File: src/rtl/timer_pair_pkg.sv
package timer_pair_pkg;

  // Timer A count source, low two bits of its clock select field
  typedef enum logic [1:0] {
    SRC_DIV_LO  = 2'b00,
    SRC_DIV_HI  = 2'b01,
    SRC_B_MATCH = 2'b10,
    SRC_CARRIER = 2'b11
  } srcSel_e;

  // Control-to-datapath strobes
  typedef struct packed {
    logic    cascade;
    logic    runA;
    logic    clrA;
    logic    runB;
    logic    clrB;
    srcSel_e srcA;
  } tmrStrobe_t;

  localparam logic [1:0] ADDR_CTRL_A = 2'd0;
  localparam logic [1:0] ADDR_CTRL_B = 2'd1;
  localparam logic [1:0] ADDR_CMP_A  = 2'd2;
  localparam logic [1:0] ADDR_CMP_B  = 2'd3;

  localparam logic [7:0] CTRL_A_MASK = 8'hBE;
  localparam logic [7:0] CTRL_B_MASK = 8'h86;

  localparam logic [3:0] MODE_SEPARATE = 4'b0000;
  localparam logic [3:0] MODE_CASCADE  = 4'b0101;
  localparam logic [3:0] MODE_CARRIER  = 4'b0011;
  localparam logic [3:0] MODE_PWM      = 4'b0010;

endpackage

File: src/rtl/timer_pair_ctrl.sv
module timer_pair_ctrl
  import timer_pair_pkg::*;
#(
  parameter int CNT_W = 8
) (
  input  logic             clk,
  input  logic             rstN,
  input  logic             wrEn,
  input  logic [1:0]       wrAddr,
  input  logic [CNT_W-1:0] wrData,
  input  logic [1:0]       rdAddr,
  output logic [CNT_W-1:0] rdData,
  output logic [CNT_W-1:0] cmpA,
  output logic [CNT_W-1:0] cmpB,
  output tmrStrobe_t       strobe,
  output logic             errClk,
  output logic             errMode
);

  logic [7:0] ctrlA;
  logic [7:0] ctrlB;

  // Register file; reserved control bits are masked on write
  always_ff @(posedge clk) begin
    if (!rstN) begin
      ctrlA <= '0;
      ctrlB <= '0;
      cmpA  <= '0;
      cmpB  <= '0;
    end else if (wrEn) begin
      case (wrAddr)
        ADDR_CTRL_A: ctrlA <= wrData[7:0] & CTRL_A_MASK;
        ADDR_CTRL_B: ctrlB <= wrData[7:0] & CTRL_B_MASK;
        ADDR_CMP_A:  cmpA  <= wrData;
        default:     cmpB  <= wrData;
      endcase
    end
  end

  always_comb begin
    rdData = '0;
    case (rdAddr)
      ADDR_CTRL_A: rdData[7:0] = ctrlA;
      ADDR_CTRL_B: rdData[7:0] = ctrlB;
      ADDR_CMP_A:  rdData      = cmpA;
      default:     rdData      = cmpB;
    endcase
  end

  // Field views
  logic       enA, enB;
  logic [2:0] selA;
  logic [3:0] modeCode;
  assign enA      = ctrlA[7];
  assign enB      = ctrlB[7];
  assign selA     = ctrlA[5:3];
  assign modeCode = {ctrlA[2:1], ctrlB[2:1]};

  logic modeOk, isCascade, clkOk, clkBad;

  always_comb begin
    modeOk    = 1'b0;
    isCascade = 1'b0;
    case (modeCode)
      MODE_SEPARATE, MODE_CARRIER, MODE_PWM: modeOk = 1'b1;
      MODE_CASCADE: begin
        modeOk    = 1'b1;
        isCascade = 1'b1;
      end
      default: ;
    endcase
  end

  assign clkOk  = ~selA[2];
  assign clkBad = ~isCascade & ~clkOk;

  always_comb begin
    strobe.cascade = isCascade;
    strobe.runB    = modeOk & enB;
    strobe.clrB    = modeOk & ~enB;
    strobe.srcA    = srcSel_e'(selA[1:0]);
    if (isCascade) begin
      strobe.runA = enB;
      strobe.clrA = ~enB;
    end else begin
      strobe.runA = modeOk & clkOk & enA;
      strobe.clrA = modeOk & clkOk & ~enA;
    end
  end

  // Error flags follow register contents; they stay set until a valid code is written
  always_ff @(posedge clk) begin
    if (!rstN) begin
      errClk  <= 1'b0;
      errMode <= 1'b0;
    end else begin
      errClk  <= clkBad;
      errMode <= ~modeOk;
    end
  end

endmodule

File: src/rtl/timer_pair_dp.sv
module timer_pair_dp
  import timer_pair_pkg::*;
#(
  parameter int CNT_W       = 8,
  parameter int PRE_LO_LOG2 = 6,
  parameter int PRE_HI_LOG2 = 8
) (
  input  logic             clk,
  input  logic             rstN,
  input  tmrStrobe_t       strobe,
  input  logic [CNT_W-1:0] cmpA,
  input  logic [CNT_W-1:0] cmpB,
  output logic [CNT_W-1:0] cntA,
  output logic [CNT_W-1:0] cntB,
  output logic             matchA,
  output logic             matchB,
  output logic             carrier
);

  // Free-running prescaler producing single-cycle tap pulses
  logic [PRE_HI_LOG2-1:0] preCnt;
  logic tickLo, tickHi;

  always_ff @(posedge clk) begin
    if (!rstN) preCnt <= '0;
    else       preCnt <= preCnt + 1'b1;
  end

  assign tickLo = &preCnt[PRE_LO_LOG2-1:0];
  assign tickHi = &preCnt;

  logic tickB, hitA, hitB, evB, carrierRise, srcTick, tickA, casHit, wrapB;

  assign tickB       = strobe.runB & tickLo;
  assign hitA        = (cntA == cmpA);
  assign hitB        = (cntB == cmpB);
  assign evB         = tickB & hitB;
  assign carrierRise = evB & ~carrier;
  assign casHit      = hitA & hitB;
  assign wrapB       = &cntB;

  always_comb begin
    case (strobe.srcA)
      SRC_DIV_LO:  srcTick = tickLo;
      SRC_DIV_HI:  srcTick = tickHi;
      SRC_B_MATCH: srcTick = evB;
      default:     srcTick = carrierRise;
    endcase
  end

  assign tickA = strobe.runA & srcTick;

  // Timer B (low byte in cascade) and the carrier
  always_ff @(posedge clk) begin
    if (!rstN) begin
      cntB    <= '0;
      matchB  <= 1'b0;
      carrier <= 1'b0;
    end else begin
      matchB <= 1'b0;
      if (strobe.clrB) begin
        cntB    <= '0;
        carrier <= 1'b0;
      end else if (tickB) begin
        if (strobe.cascade ? casHit : hitB) begin
          cntB    <= '0;
          matchB  <= 1'b1;
          carrier <= ~carrier;
        end else begin
          cntB <= cntB + 1'b1;
        end
      end
    end
  end

  // Timer A (high byte in cascade)
  always_ff @(posedge clk) begin
    if (!rstN) begin
      cntA   <= '0;
      matchA <= 1'b0;
    end else begin
      matchA <= 1'b0;
      if (strobe.cascade) begin
        if (strobe.clrB) begin
          cntA <= '0;
        end else if (tickB) begin
          if (casHit) begin
            cntA   <= '0;
            matchA <= 1'b1;
          end else if (wrapB) begin
            cntA <= cntA + 1'b1;
          end
        end
      end else if (strobe.clrA) begin
        cntA <= '0;
      end else if (tickA) begin
        if (hitA) begin
          cntA   <= '0;
          matchA <= 1'b1;
        end else begin
          cntA <= cntA + 1'b1;
        end
      end
    end
  end

endmodule

File: src/rtl/dual_timer_pair.sv
module dual_timer_pair
  import timer_pair_pkg::*;
#(
  parameter int CNT_W       = 8,
  parameter int PRE_LO_LOG2 = 6,
  parameter int PRE_HI_LOG2 = 8
) (
  input  logic             clk,
  input  logic             rstN,
  input  logic             wrEn,
  input  logic [1:0]       wrAddr,
  input  logic [CNT_W-1:0] wrData,
  input  logic [1:0]       rdAddr,
  output logic [CNT_W-1:0] rdData,
  output logic [CNT_W-1:0] cntA,
  output logic [CNT_W-1:0] cntB,
  output logic             matchA,
  output logic             matchB,
  output logic             carrierOut,
  output logic             irq,
  output logic             errClk,
  output logic             errMode
);

  tmrStrobe_t       strobe;
  logic [CNT_W-1:0] cmpA, cmpB;

  timer_pair_ctrl #(.CNT_W(CNT_W)) uCtrl (
    .clk(clk), .rstN(rstN),
    .wrEn(wrEn), .wrAddr(wrAddr), .wrData(wrData),
    .rdAddr(rdAddr), .rdData(rdData),
    .cmpA(cmpA), .cmpB(cmpB),
    .strobe(strobe),
    .errClk(errClk), .errMode(errMode)
  );

  timer_pair_dp #(
    .CNT_W(CNT_W), .PRE_LO_LOG2(PRE_LO_LOG2), .PRE_HI_LOG2(PRE_HI_LOG2)
  ) uDp (
    .clk(clk), .rstN(rstN),
    .strobe(strobe),
    .cmpA(cmpA), .cmpB(cmpB),
    .cntA(cntA), .cntB(cntB),
    .matchA(matchA), .matchB(matchB),
    .carrier(carrierOut)
  );

  assign irq = matchA | matchB;

endmodule

File: config.mk
export PLATFORM = sky130hd
export DESIGN_NAME = dual_timer_pair
export DESIGN_NICKNAME = d
export VERILOG_FILES = /design/src/rtl/timer_pair_pkg.sv /design/src/rtl/timer_pair_ctrl.sv /design/src/rtl/timer_pair_dp.sv /design/src/rtl/dual_timer_pair.sv
export SDC_FILE = /design/constraint.sdc
export NUM_CORES = 1
export LEC_CHECK = 0
export BUFFER_PORTS_ARGS = -buffer_cell sky130_fd_sc_hd__buf_2
export CAP_MARGIN = 20
export CELL_PAD_IN_SITES_DETAIL_PLACEMENT = 0
export CELL_PAD_IN_SITES_GLOBAL_PLACEMENT = 1
export CORE_AREA = 2 2 100 73
export DETAILED_ROUTE_END_ITERATION = 12
export DIE_AREA = 0 0 102 75
export PLACE_DENSITY = 0.87
export SLEW_MARGIN = 20
export SYNTH_ARGS = -nofsm -noshare
export SYNTH_HDL_FRONTEND = slang
export SYNTH_SLANG_ARGS = --single-unit
File: constraint.sdc
create_clock -name clk -period 2.5 [get_ports clk]
set_input_delay 0.375 -clock clk [delete_from_list [all_inputs] [get_ports clk]]
set_output_delay 0.375 -clock clk [all_outputs]
set_load 0.03 [all_outputs]
## Word level (Yosys, flattened, before mapping)

Cells that the tools add are included.

- Bits in registers: 54
- Input bits: 15
- Logic and storage cells: 90

- $add $sub $neg: 3
- Equality and inequality tests: 13
- Multiplexer cells: 23
- Bitwise logic cells: 21
- Reduce and logical (&&, ||, !) cells: 18

Operators by type and width:

| operator | count |
|---|---|
| 8-bit 2-to-1 mux | 9 |
| 8-bit by 1-bit adder with 8-bit output, second input constant | 3 |
| 8-bit one-hot mux with 3 select lines | 1 |
| 8-bit == test | 2 |
| 8-bit AND reduction | 2 |
| 1-bit bitwise AND | 11 |
| 1-bit 2-to-1 mux | 11 |
| 2-bit AND reduction | 5 |
| 1-bit inverter | 9 |
| 4-bit by 2-bit == test with 1-bit output, second input constant | 2 |
| 2-bit by 1-bit == test with 1-bit output, second input constant | 3 |
| 2-bit == test, second input constant | 3 |
| 2-bit zero test | 3 |
| 6-bit AND reduction | 1 |
| 3-bit OR reduction | 2 |
| 4-bit by 3-bit == test with 1-bit output, second input constant | 1 |
| 4-bit zero test | 1 |
| 4-bit by 2-bit != test with 1-bit output, second input constant | 1 |
| 4-bit OR reduction | 1 |
| 3-bit by 2-bit != test with 1-bit output, second input constant | 1 |
| 1-bit one-hot mux with 3 select lines | 1 |
| 3-bit AND reduction | 1 |
| 3-bit nonzero test | 1 |
| 2-bit 2-to-1 mux | 1 |
| other kinds (2) | 2 |

## Longest topological paths before layout

Gate-level depths: netlist of the first run.

- Depth in word-level cells: 12
- Gate-level depth with buffers: 7
- Mapped depth without buffers: 7

## Hierarchy

A second synthesis of the first run with hierarchy kept.

- Cells, all modules: 297
- Area, all modules: 2,702.6 um2

By module, submodules not included:

| module | times used | cells an instance | area each (um2) | seq. area each (um2) |
|---|---|---|---|---|
| timer_pair_dp | 1 | 165 | 1,482.7 | 540.5 |
| timer_pair_ctrl | 1 | 131 | 1,213.7 | 540.5 |
| dual_timer_pair | 1 | 1 | 6.3 | 0.0 |

## Worst setup path after synthesis of the first run

No wires, ideal clock.

- Path type: register to register
- From: register uDp.cntB[1]
- To: register uDp.cntA[5]
- Data arrival time: 2.306 ns
- Required time: 2.368 ns
- Slack: 0.062 ns
- Cell stages (with the launch flop): 8
- Path buffers: 1
- Cell sequence: dfxtp_1 xnor2_2 nand2_1 or4_4 buf_6 o31a_1 a2111oi_0 o22ai_1

- Longest elaborated chain between the ends: 7

Ends and longest elaborated chain:

| element | RTL line | text |
|---|---|---|
| from (decl) | timer_pair_dp.sv:14 | `output logic [CNT_W-1:0] cntB,` |
| from (signal assigned) | timer_pair_dp.sv:70 | `cntB <= cntB + 1'b1;` |
| 8-bit == test | timer_pair_dp.sv:36 | `assign hitB = (cntB == cmpB);` |
| 1-bit bitwise AND | timer_pair_dp.sv:37 | `assign evB = tickB & hitB;` |
| 1-bit bitwise AND | timer_pair_dp.sv:38 | `assign carrierRise = evB & ~carrier;` |
| 1-bit one-hot mux with 3 select lines | timer_pair_dp.sv:43 | `case (strobe.srcA)` |
| 1-bit bitwise AND | timer_pair_dp.sv:51 | `assign tickA = strobe.runA & srcTick;` |
| 3-bit nonzero test (no line) | - |  |
| 3-bit AND reduction (no line) | - |  |
| to (signal assigned) | timer_pair_dp.sv:91 | `cntA <= cntA + 1'b1;` |
| to (signal assigned) | timer_pair_dp.sv:101 | `cntA <= cntA + 1'b1;` |
| to (decl) | timer_pair_dp.sv:13 | `output logic [CNT_W-1:0] cntA,` |

Several ways; a longest one is shown, not always the timed one. The select of a mux whose other input is x is not followed.
A chain may end at the register's enable or synchronous reset.

## Final worst setup path of the first run

- From: register uDp.cntB[6]
- To: register uDp.cntA[2]

Same word-level chain as after synthesis.

==> results.py, run 1 <==
metrics = {
    "layout": {
        "area_delta_synth_final_pct": 17.4,
        "regArea_um2": 1080,
        "diodes": 0,
        "final_area_um2": 3200,
        "layout.nets": 369,
        "multi_input_area_um2": 1600,
        "final_cells": 445,
        "layout-drive-gt1-share": 0.222,
        "fillers": 656,
        "utilization": 0.483,
    },
    "worst_hold_path": {
        "hp-class": "primary input to register",
        "hp-start": "wrData[5]",
        "whs_path_depth": 3,
        "whs_endpoint": "uCtrl.cmpA[5]$_SDFFE_PN0P_",
    },
    "critical_path": {
        "timing.rr.start": "uDp.cntB[6]$_SDFFE_PP0N_",
        "r2r_slack_ns": 0.13,
        "worstSetupEndpointType": "register",
        "rr_worst_depth": 6,
        "worst_ep_required_time_ns": 2.69,
        "startpoint_type": "register",
        "arrival_ns": 2.56,
        "reg2reg_to": "uDp.cntA[2]$_SDFFE_PN0P_",
        "crit_fanout": 8,
        "crit_type": "register to register",
    },
    "yosys": {
        "async_flop_share": 0,
        "yosysTopAreaCellShare": 0.396,
        "yosys_warnings": 0,
        "yosys-top-cells-area": "dfxtp_1, mux2i_1, nor2_1",
        "synth_cells": 299,
        "ys_ff_latch": 54,
        "yosys_most_used_dff": "dfxtp_1",
        "synth_area_um2": 2730,
        "syn_nets": 317,
        "synth_most_common_cell": "dfxtp_1",
        "synth_cell_types": 48,
        "yosysSeqAreaShare": 0.396,
        "synth_common_cells": "dfxtp_1, nor2_1, mux2i_1",
        "synth_edf_count": 0,
        "synth.avg_cell_area_um2": 9.13,
        "yosys.area.top_type": "dfxtp_1",
    },
    "global_route": {
        "grt_pass1_wl_mm": 10.7,
        "grt_max_degree": 27,
        "grt_usage": 0.182,
        "antenna_found_initial": 0,
        "overflow": 0,
        "grt_pass1_vias": 2009,
    },
    "sta": {
        "grt_setup_unrepaired": "true",
        "worst_pin_slew_ns": 0.627,
        "min_period_over_period": 0.950,
        "final.setup_skew_ns": 0.0127,
        "fmax_mhz": 421,
        "post-route-min-period_ns": 2.37,
        "relSlewSlack": 0.582,
        "finalHoldViolations": 0,
        "slew_violations": 0,
        "finalSetupViolations": 0,
    },
    "clock_tree": {
        "cts_tree": "built",
        "cts_setup_buffers": 0,
        "worstSkewPairLatency_ns": 0.31,
        "numCtsBuffers": 5,
        "clock_tree.root_cell": "clkbuf_8",
        "cts_max_path_buffers": 2,
        "clk_pin_slew_worst_paths_ns": 0.09,
        "clock_sinks": 54,
        "htree_levels": 2,
        "cts_hold_buf": 0,
    },
    "place": {
        "port_buffers": 44,
        "hpwl_mm": 5.10,
        "placedCellCount": 438,
        "postPlaceCellArea_um2": 3110,
        "gp_congestion": 0.883,
    },
    "floorplan": {
        "start_util": 0.412,
        "rows": 25,
        "die_w_um": 102,
        "die-area_um2": 7650,
        "ios": 45,
        "die_h_um": 75,
        "core_um2": 6630,
    },
    "pwr": {
        "cellPowerDensity_nw_per_um2": 495,
        "total_power_mw": 1.59,
        "peakVddDrop_mv": 0.285,
        "p_leak_nw": 1.36,
    },
    "detailed_routing": {
        "ant_nets": 0,
        "wire_per_inst_um": 15.3,
        "drc": 0,
        "via_count": 2365,
        "drt_iter0_markers": 173,
        "drt_pass1_iterations": 4,
        "routed_wl_mm": 6.82,
        "via_per_inst": 5.31,
    },
    "run_status": {
        "status": "finished clean",
    },
    "job": {
        "maxCapViolations": 0,
    },
}
-- cell type report --
type,count,area share
clock buffer,7,0.0238
inverter,4,0.00469
multi-input combinational,230,0.500
sequential,54,0.338
tap,94,0.0367
timing repair buffer,56,0.0969
-- placed cells by master, fill, tap and decap left out, types with 3 or more instances in the layout --
| master | n |
|---|---|
| clkbuf_8 | 5 |
| or3_1 | 5 |
| nor3_1 | 5 |
| dfxtp_1 | 54 |
| xnor2_1 | 20 |
| nand3_1 | 14 |
| nand3b_1 | 3 |
| a21oi_1 | 7 |
| mux2_2 | 3 |
| buf_4 | 12 |
| mux2i_1 | 27 |
| buf_2 | 44 |
| inv_1 | 4 |
| nand2_1 | 25 |
| o22ai_1 | 4 |
| nand2b_1 | 3 |
| nor2b_1 | 3 |
| xor2_1 | 8 |
| a22o_1 | 3 |
| a2111oi_1 | 4 |
| ha_1 | 3 |
| mux4_2 | 3 |
| nor2_1 | 49 |
| nand4_1 | 6 |
-- metal layers --
layer,track usage,part of all wire
met3,0.0381,0.053
met5,0,0
met4,0.0356,0.0070
met2,0.252,0.42
met1,0.288,0.52
-- worst max-delay path, stage by stage (launching register included) --
cell	delay (ns)
dfxtp_1	0.41
xnor2_1	0.14
nand2_1	0.09
or4_4	0.59
o31a_1	0.45
a2111oi_0	0.42
o22ai_1	0.15
-- worst max-delay path by stage --
| stage | from | to | slack (ns) | cells past startpoint |
|---|---|---|---|---|
| 2_1_floorplan | uDp.cntB[1]$_SDFFE_PP0N_ | uDp.cntA[5]$_SDFFE_PN0P_ | 0.06 | 7 |
| 3_3_place_gp | uDp.cntB[7]$_SDFFE_PP0N_ | uDp.cntA[6]$_SDFFE_PN0P_ | 0.25 | 6 |
| 3_5_place_dp | uDp.cntB[6]$_SDFFE_PP0N_ | uDp.cntA[7]$_SDFFE_PN0P_ | 0.17 | 6 |
| 4_1_cts | uDp.cntB[6]$_SDFFE_PP0N_ | uDp.cntA[7]$_SDFFE_PN0P_ | 0.15 | 6 |
| 5_1_grt | uDp.preCnt[0]$_SDFF_PN0_ | uDp.cntA[7]$_SDFFE_PN0P_ | -0.001 | 7 |
| 6_report | uDp.cntB[6]$_SDFFE_PP0N_ | uDp.cntA[2]$_SDFFE_PN0P_ | 0.13 | 6 |
-- where the power goes --
part | internal (mW) | leakage (nW) | switching [mW] | total [mW]
registers | 0.880 | 0.438 | 0.0229 | 0.903
clock network | 0.194 | 0.0383 | 0.273 | 0.467
logic | 0.0892 | 0.882 | 0.128 | 0.217
total | 1.16 | 1.36 | 0.424 | 1.59
-- through the flow --
stage	setup TNS [ns]	hold WS, ns	worst slack [ns]
floorplan	0	0.418	0.0624
global placement	0	0.431	0.251
detailed placement	0	0.445	0.171
CTS	0	0.333	0.150
global route	-0.00258	0.327	-0.00138
finish	0	0.335	0.126
-- kinds of logic (layout without fill, tap and decap cells) --
family | count (synthesis) | after routing | synth area share
simple gates | 126 | 126 | 0.221
flops | 54 | 54 | 0.396
compound gates | 39 | 39 | 0.114
mux | 33 | 33 | 0.136
xor+xnor | 29 | 29 | 0.0958
buf+inv | 15 | 67 | 0.0234
fa+ha+maj | 3 | 3 | 0.0138
-- state kept, by name, indices dropped and copies added, names as in the netlist --
register / cells
uDp.matchB: 1
uDp.preCnt: 8
uCtrl.errMode: 1
uCtrl.cmpB: 8
uDp.carrier: 1
uCtrl.errClk: 1
uDp.cntA: 8
uCtrl.ctrlA: 6
uCtrl.cmpA: 8
uCtrl.ctrlB: 3
uDp.matchA: 1
uDp.cntB: 8
-- what timing repair did --
| action | 4_1_cts | 5_1_grt |
|---|---|---|
| gates resized for setup | 0 | 7 |
| endpoints found under the setup margin | 0 | 5 |
| hold endpoints to repair | 0 | 0 |
Power figures use the tool's default switching activity.
==> run 2: changes to the inputs <==
CAP_MARGIN = default   (was 20)
CORE_AREA = 2 2 117 85   (was 2 2 100 73)
DIE_AREA = 0 0 119 87   (was 0 0 102 75)
PLACE_DENSITY = 0.69   (was 0.87)
==> run 2 against run 1 <==
Power up 21%. Cell area grew 5.0%. Sequential power is essentially flat. Fmax decreased by 0.97%. Utilization shrank 12 points. Critical path type unchanged.
==> results.py, run 2 (synthesis gave the netlist of run 1 again) <==
metrics = {
    "layout": {
        "layout.nets": 374,
        "area_delta_synth_final_pct": 23.3,
        "diodes": 0,
        "final_common_cell": "dfxtp_1",
        "final_cell_mix": "dfxtp_1, nor2_1, buf_2",
        "utilization": 0.360,
        "layout-drive-gt1-share": 0.238,
    },
    "detailed_routing": {
        "drt_iter0_markers": 152,
        "routed_wl_mm": 7.35,
        "drt_pass1_iterations": 4,
        "via_count": 2381,
        "ant_nets": 0,
        "wire_per_inst_um": 15.1,
        "via_per_inst": 4.91,
        "drc": 0,
    },
    "global_route": {
        "overflow": 0,
        "antenna_found_initial": 0,
        "grt_util_met2": 0.206,
        "grt_pass1_wl_mm": 11.7,
        "grt_pass1_vias": 2122,
        "use_met1": 0.220,
        "grt-busiest-layer": "met1",
        "grt_max_degree": 29,
        "grt_usage": 0.146,
        "gr-usage-met3": 0.0380,
    },
    "sta": {
        "grt_setup_unrepaired": "true",
        "fmax_mhz": 417,
        "slew_violations": 0,
        "final.setup_skew_ns": 0.00503,
        "worst_pin_slew_ns": 0.605,
        "relSlewSlack": 0.596,
        "min_period_over_period": 0.959,
        "finalSetupViolations": 0,
        "post-route-min-period_ns": 2.40,
        "finalHoldViolations": 0,
        "setup_slack_ns": 0.103,
    },
    "clock_tree": {
        "cts_max_path_buffers": 2,
        "worstSkewPairLatency_ns": 0.30,
        "numCtsBuffers": 5,
        "cts_tree": "built",
        "clock_tree.root_cell": "clkbuf_16",
        "clock_sinks": 54,
        "cts_setup_buffers": 0,
        "ctsResizeCount": 0,
        "cts_hold_buf": 0,
        "htree_levels": 2,
        "clk_pin_slew_worst_paths_ns": 0.07,
    },
    "place": {
        "place_ws_ns": 0.169,
        "port_buffers": 44,
        "hpwl_mm": 5.66,
        "gp_congestion": 0.803,
    },
    "pwr": {
        "peakVddDrop_mv": 0.262,
        "p_leak_nw": 1.42,
        "cellPowerDensity_nw_per_um2": 570,
    },
    "critical_path": {
        "arrival_ns": 2.57,
        "timing.rr.start": "uCtrl.cmpB[1]$_SDFFE_PN0P_",
        "crit_chain": "xnor2_2 -> nand2_1 -> or4_4 -> o31a_1 -> a2111oi_0 -> o22ai_1",
        "worstSetupEndpointType": "register",
        "endpoint": "uDp.cntA[5]$_SDFFE_PN0P_",
        "crit_type": "register to register",
        "cp_top_family": "compound AO/OA/AOI/OAI gates",
        "cp_num_buf_inv": 0,
        "cp.depth": 6,
        "crit_fanout": 8,
        "startpoint_type": "register",
        "crit_path_start": "uCtrl.cmpB[1]$_SDFFE_PN0P_",
        "rr_worst_depth": 6,
        "slowest_stage": "or4_4",
        "r2r_slack_ns": 0.10,
        "max_stage_delay_ns": 0.61,
        "reg2reg_to": "uDp.cntA[5]$_SDFFE_PN0P_",
        "worst_ep_required_time_ns": 2.67,
    },
    "run_status": {
        "status": "finished clean",
    },
    "floorplan": {
        "die-area_um2": 10400,
        "die_h_um": 87,
        "core_um2": 9350,
        "rows": 30,
        "start_util": 0.292,
        "ios": 45,
        "die_w_um": 119,
    },
    "worst_hold_path": {
        "hp-class": "primary input to register",
    },
    "job": {
        "maxCapViolations": 0,
    },
}
## run 2: worst min path at each step
stage | from | to | slack, ns | cells past startpoint
global placement | uDp.preCnt[0]$_SDFF_PN0_ | uDp.preCnt[0]$_SDFF_PN0_ | 0.43 | 1
global route | wrData[0] | uCtrl.cmpA[0]$_SDFFE_PN0P_ | 0.35 | 3
detailed placement | uDp.preCnt[0]$_SDFF_PN0_ | uDp.preCnt[0]$_SDFF_PN0_ | 0.44 | 1
CTS | wrData[0] | uCtrl.cmpB[0]$_SDFFE_PN0P_ | 0.34 | 3
floorplan | uDp.preCnt[0]$_SDFF_PN0_ | uDp.preCnt[0]$_SDFF_PN0_ | 0.42 | 1
finish | wrData[0] | uCtrl.cmpA[0]$_SDFFE_PN0P_ | 0.35 | 3
## run 2: area by class of cell
type                    count  area (um2)
multi-input cells         230        1590
clock inverters             3        45.0
inverters                   4        15.0
clock buffers               5         125
repair buffers             61         348
well taps                 128         160
fillers                   957        5980
flip-flops and latches     54        1080
## run 2: report_power, final
part / internal [mW] / leakage [nW] / switching, mW
Sequential: 0.880 / 0.438 / 0.0220
Clock: 0.473 / 0.0760 / 0.330
Combinational: 0.0858 / 0.904 / 0.128
Total: 1.44 / 1.42 / 0.479
## run 2: worst reg2reg max path: stages (launching register included)
cell and delay, ns:
dfxtp_1 0.42, xnor2_2 0.13, nand2_1 0.08, or4_4 0.61, o31a_1 0.42, a2111oi_0 0.47, o22ai_1 0.15
## run 2: metal layers
layer	up-vias	wire length [um]	part of all wire
met2	67	3020	0.41
met3	8	463	0.063
li1	1184	-	-
met4	0	68	0.0093
met5	-	0	0
met1	1122	3790	0.52
## run 2: per-stage QoR
step | cell area, um2 | setup TNS [ns] | hold WS [ns] | instances | power, mW
floorplan | 2730 | 0 | 0.418 | 299 | 1.07
global placement | 3190 | 0 | 0.431 | 477 | 1.13
detailed placement | 3190 | 0 | 0.442 | 477 | 1.13
CTS | 3360 | 0 | 0.345 | 485 | 1.93
global route | 3360 | -0.0710 | 0.353 | 485 | 1.99
finish | 3360 | 0 | 0.350 | 485 | 1.92
==> run 3: changes to the inputs <==
clock period = 2.7 ns   (was 2.5 ns; I/O delays follow)
==> run 3 against run 2 <==
Clock skew grew 0.0010 ns. Clock power shrank 9.9%. Worst hold slack gained 0.012 ns. Count of clock-buffer cells in the layout grew 1. Power shrank 8.6%. Register-to-register slack gained 0.16 ns. Global-route usage shrank 0.14 points. Utilization shrank 0.74 points. First-iteration DRC count grew 26%. Non-clock buffer count shrank 8. Routed wire length shrank 2.0%. Largest power group unchanged. Highest routed layer unchanged.
==> results.py, run 3 (synthesis gave the netlist of run 1 again) <==
metrics = {
    "floorplan": {
        "ios": 45,
        "rows": 30,
        "die_h_um": 87,
        "start_util": 0.292,
        "die-area_um2": 10400,
        "core_um2": 9350,
        "die_w_um": 119,
    },
    "place": {
        "hpwl_mm": 5.57,
        "gp_congestion": 0.785,
        "port_buffers": 44,
    },
    "clock_tree": {
        "ctsResizeCount": 0,
        "htree_levels": 2,
        "clk_pin_slew_worst_paths_ns": 0.07,
        "cts_max_path_buffers": 2,
        "worstSkewPairLatency_ns": 0.29,
        "numCtsBuffers": 5,
        "clock_sinks": 54,
        "cts_tree": "built",
        "cts_hold_buf": 0,
        "cts_setup_buffers": 0,
        "clock_tree.root_cell": "clkbuf_16",
    },
    "critical_path": {
        "startpoint_type": "register",
        "crit_fanout": 8,
        "crit_type": "register to register",
        "timing.rr.start": "uDp.cntB[7]$_SDFFE_PP0N_",
        "reg2reg_to": "uDp.cntA[4]$_SDFFE_PN0P_",
        "r2r_slack_ns": 0.26,
        "worstSetupEndpointType": "register",
        "arrival_ns": 2.60,
        "rr_worst_depth": 6,
        "crit_path_start": "uDp.cntB[7]$_SDFFE_PP0N_",
        "worst_ep_required_time_ns": 2.86,
    },
    "sta": {
        "min_period_over_period": 0.904,
        "slew_violations": 0,
        "grt_setup_unrepaired": "false",
        "fmax_mhz": 410,
        "tns_ns": 0,
        "finalSetupViolations": 0,
        "relSlewSlack": 0.594,
        "post-route-min-period_ns": 2.44,
        "finalHoldViolations": 0,
        "worst_pin_slew_ns": 0.608,
        "final.setup_skew_ns": 0.00605,
    },
    "global_route": {
        "grt_pass1_wl_mm": 11.8,
        "grt_max_degree": 27,
        "overflow": 0,
        "grt_pass1_vias": 2134,
        "antenna_found_initial": 0,
        "grt_usage": 0.145,
    },
    "detailed_routing": {
        "drt_pass1_iterations": 4,
        "via_count": 2311,
        "via_per_inst": 4.84,
        "routed_wl_mm": 7.20,
        "ant_nets": 0,
        "drt_iter0_markers": 192,
        "drc": 0,
        "wire_per_inst_um": 15.1,
    },
    "layout": {
        "fillers": 989,
        "final_common_cell": "dfxtp_1",
        "regArea_um2": 1080,
        "diodes": 0,
        "final_cell_mix": "dfxtp_1, nor2_1, buf_2",
        "layout-drive-gt1-share": 0.215,
        "area_delta_synth_final_pct": 20.8,
        "multi_input_area_um2": 1590,
        "layout.nets": 366,
    },
    "pwr": {
        "cellPowerDensity_nw_per_um2": 532,
        "p_leak_nw": 1.38,
        "peakVddDrop_mv": 0.252,
        "total_power_mw": 1.75,
    },
    "worst_hold_path": {
        "hp-class": "primary input to register",
        "whs_endpoint": "uCtrl.cmpA[6]$_SDFFE_PN0P_",
        "hp-start": "wrData[6]",
        "whs_path_depth": 3,
    },
    "run_status": {
        "status": "finished clean",
    },
    "job": {
        "maxCapViolations": 0,
    },
}
[run 3: cell count changes in the layout (fill, tap and decap cells not counted)]
cell / delta
a2111oi_0: +1
a2111oi_1: -1
a21oi_1: +1
a21oi_2: -1
buf_4: -8
clkbuf_1: +1
clkinvlp_4: -1
[run 3: worst max-delay path by stage]
stage / cells past startpoint / slack (ns) / endpoint
6_report: 6 / 0.26 / uDp.cntA[4]$_SDFFE_PN0P_
5_1_grt: 6 / 0.06 / uDp.cntA[4]$_SDFFE_PN0P_
4_1_cts: 6 / 0.27 / uDp.cntA[5]$_SDFFE_PN0P_
3_5_place_dp: 6 / 0.28 / uDp.cntA[5]$_SDFFE_PN0P_
3_3_place_gp: 6 / 0.33 / uDp.cntA[5]$_SDFFE_PN0P_
2_1_floorplan: 7 / 0.26 / uDp.cntA[5]$_SDFFE_PN0P_
[run 3: worst max-delay path, cell delays in order (launching register included)]
cell and delay, ns:
dfxtp_1 0.45, xnor2_1 0.15, nand2_1 0.10, or4_4 0.60
o31a_1 0.43, a2111oi_0 0.43, o22ai_1 0.15
[run 3: where the power goes]
part / internal [mW] / total, mW / switching [mW]
Sequential: 0.815 / 0.836 / 0.0214
Combinational: 0.0775 / 0.193 / 0.116
Clock: 0.438 / 0.723 / 0.285
Total: 1.33 / 1.75 / 0.422
[run 3: stage by stage]
step,std cells,instance area (um2),hold WS [ns],util,worst slack [ns]
final,477,3300,0.362,0.353,0.260
after global placement,469,3130,0.432,0.335,0.327
after detailed placement,469,3130,0.437,0.335,0.276
after CTS,477,3290,0.365,0.352,0.269
after floorplan,299,2730,0.418,-,0.262
after global routing,477,3300,0.364,0.353,0.0593
[run 3: final cells by class]
class | instances | area share
sequential | 54 | 0.328
timing repair buffer | 53 | 0.0873
clock buffer | 6 | 0.0391
multi-input combinational | 230 | 0.481
clock inverter | 2 | 0.0114
inverter | 4 | 0.00456
tap | 128 | 0.0486
[run 3: metal layers]
layer / wire [um] / track usage / vias to the layer above
met4: 35 / 0.0227 / 0
met3: 372 / 0.0327 / 5
met2: 3010 / 0.204 / 49
li1: - / - / 1168
met5: 0 / 0 / -
met1: 3790 / 0.225 / 1089
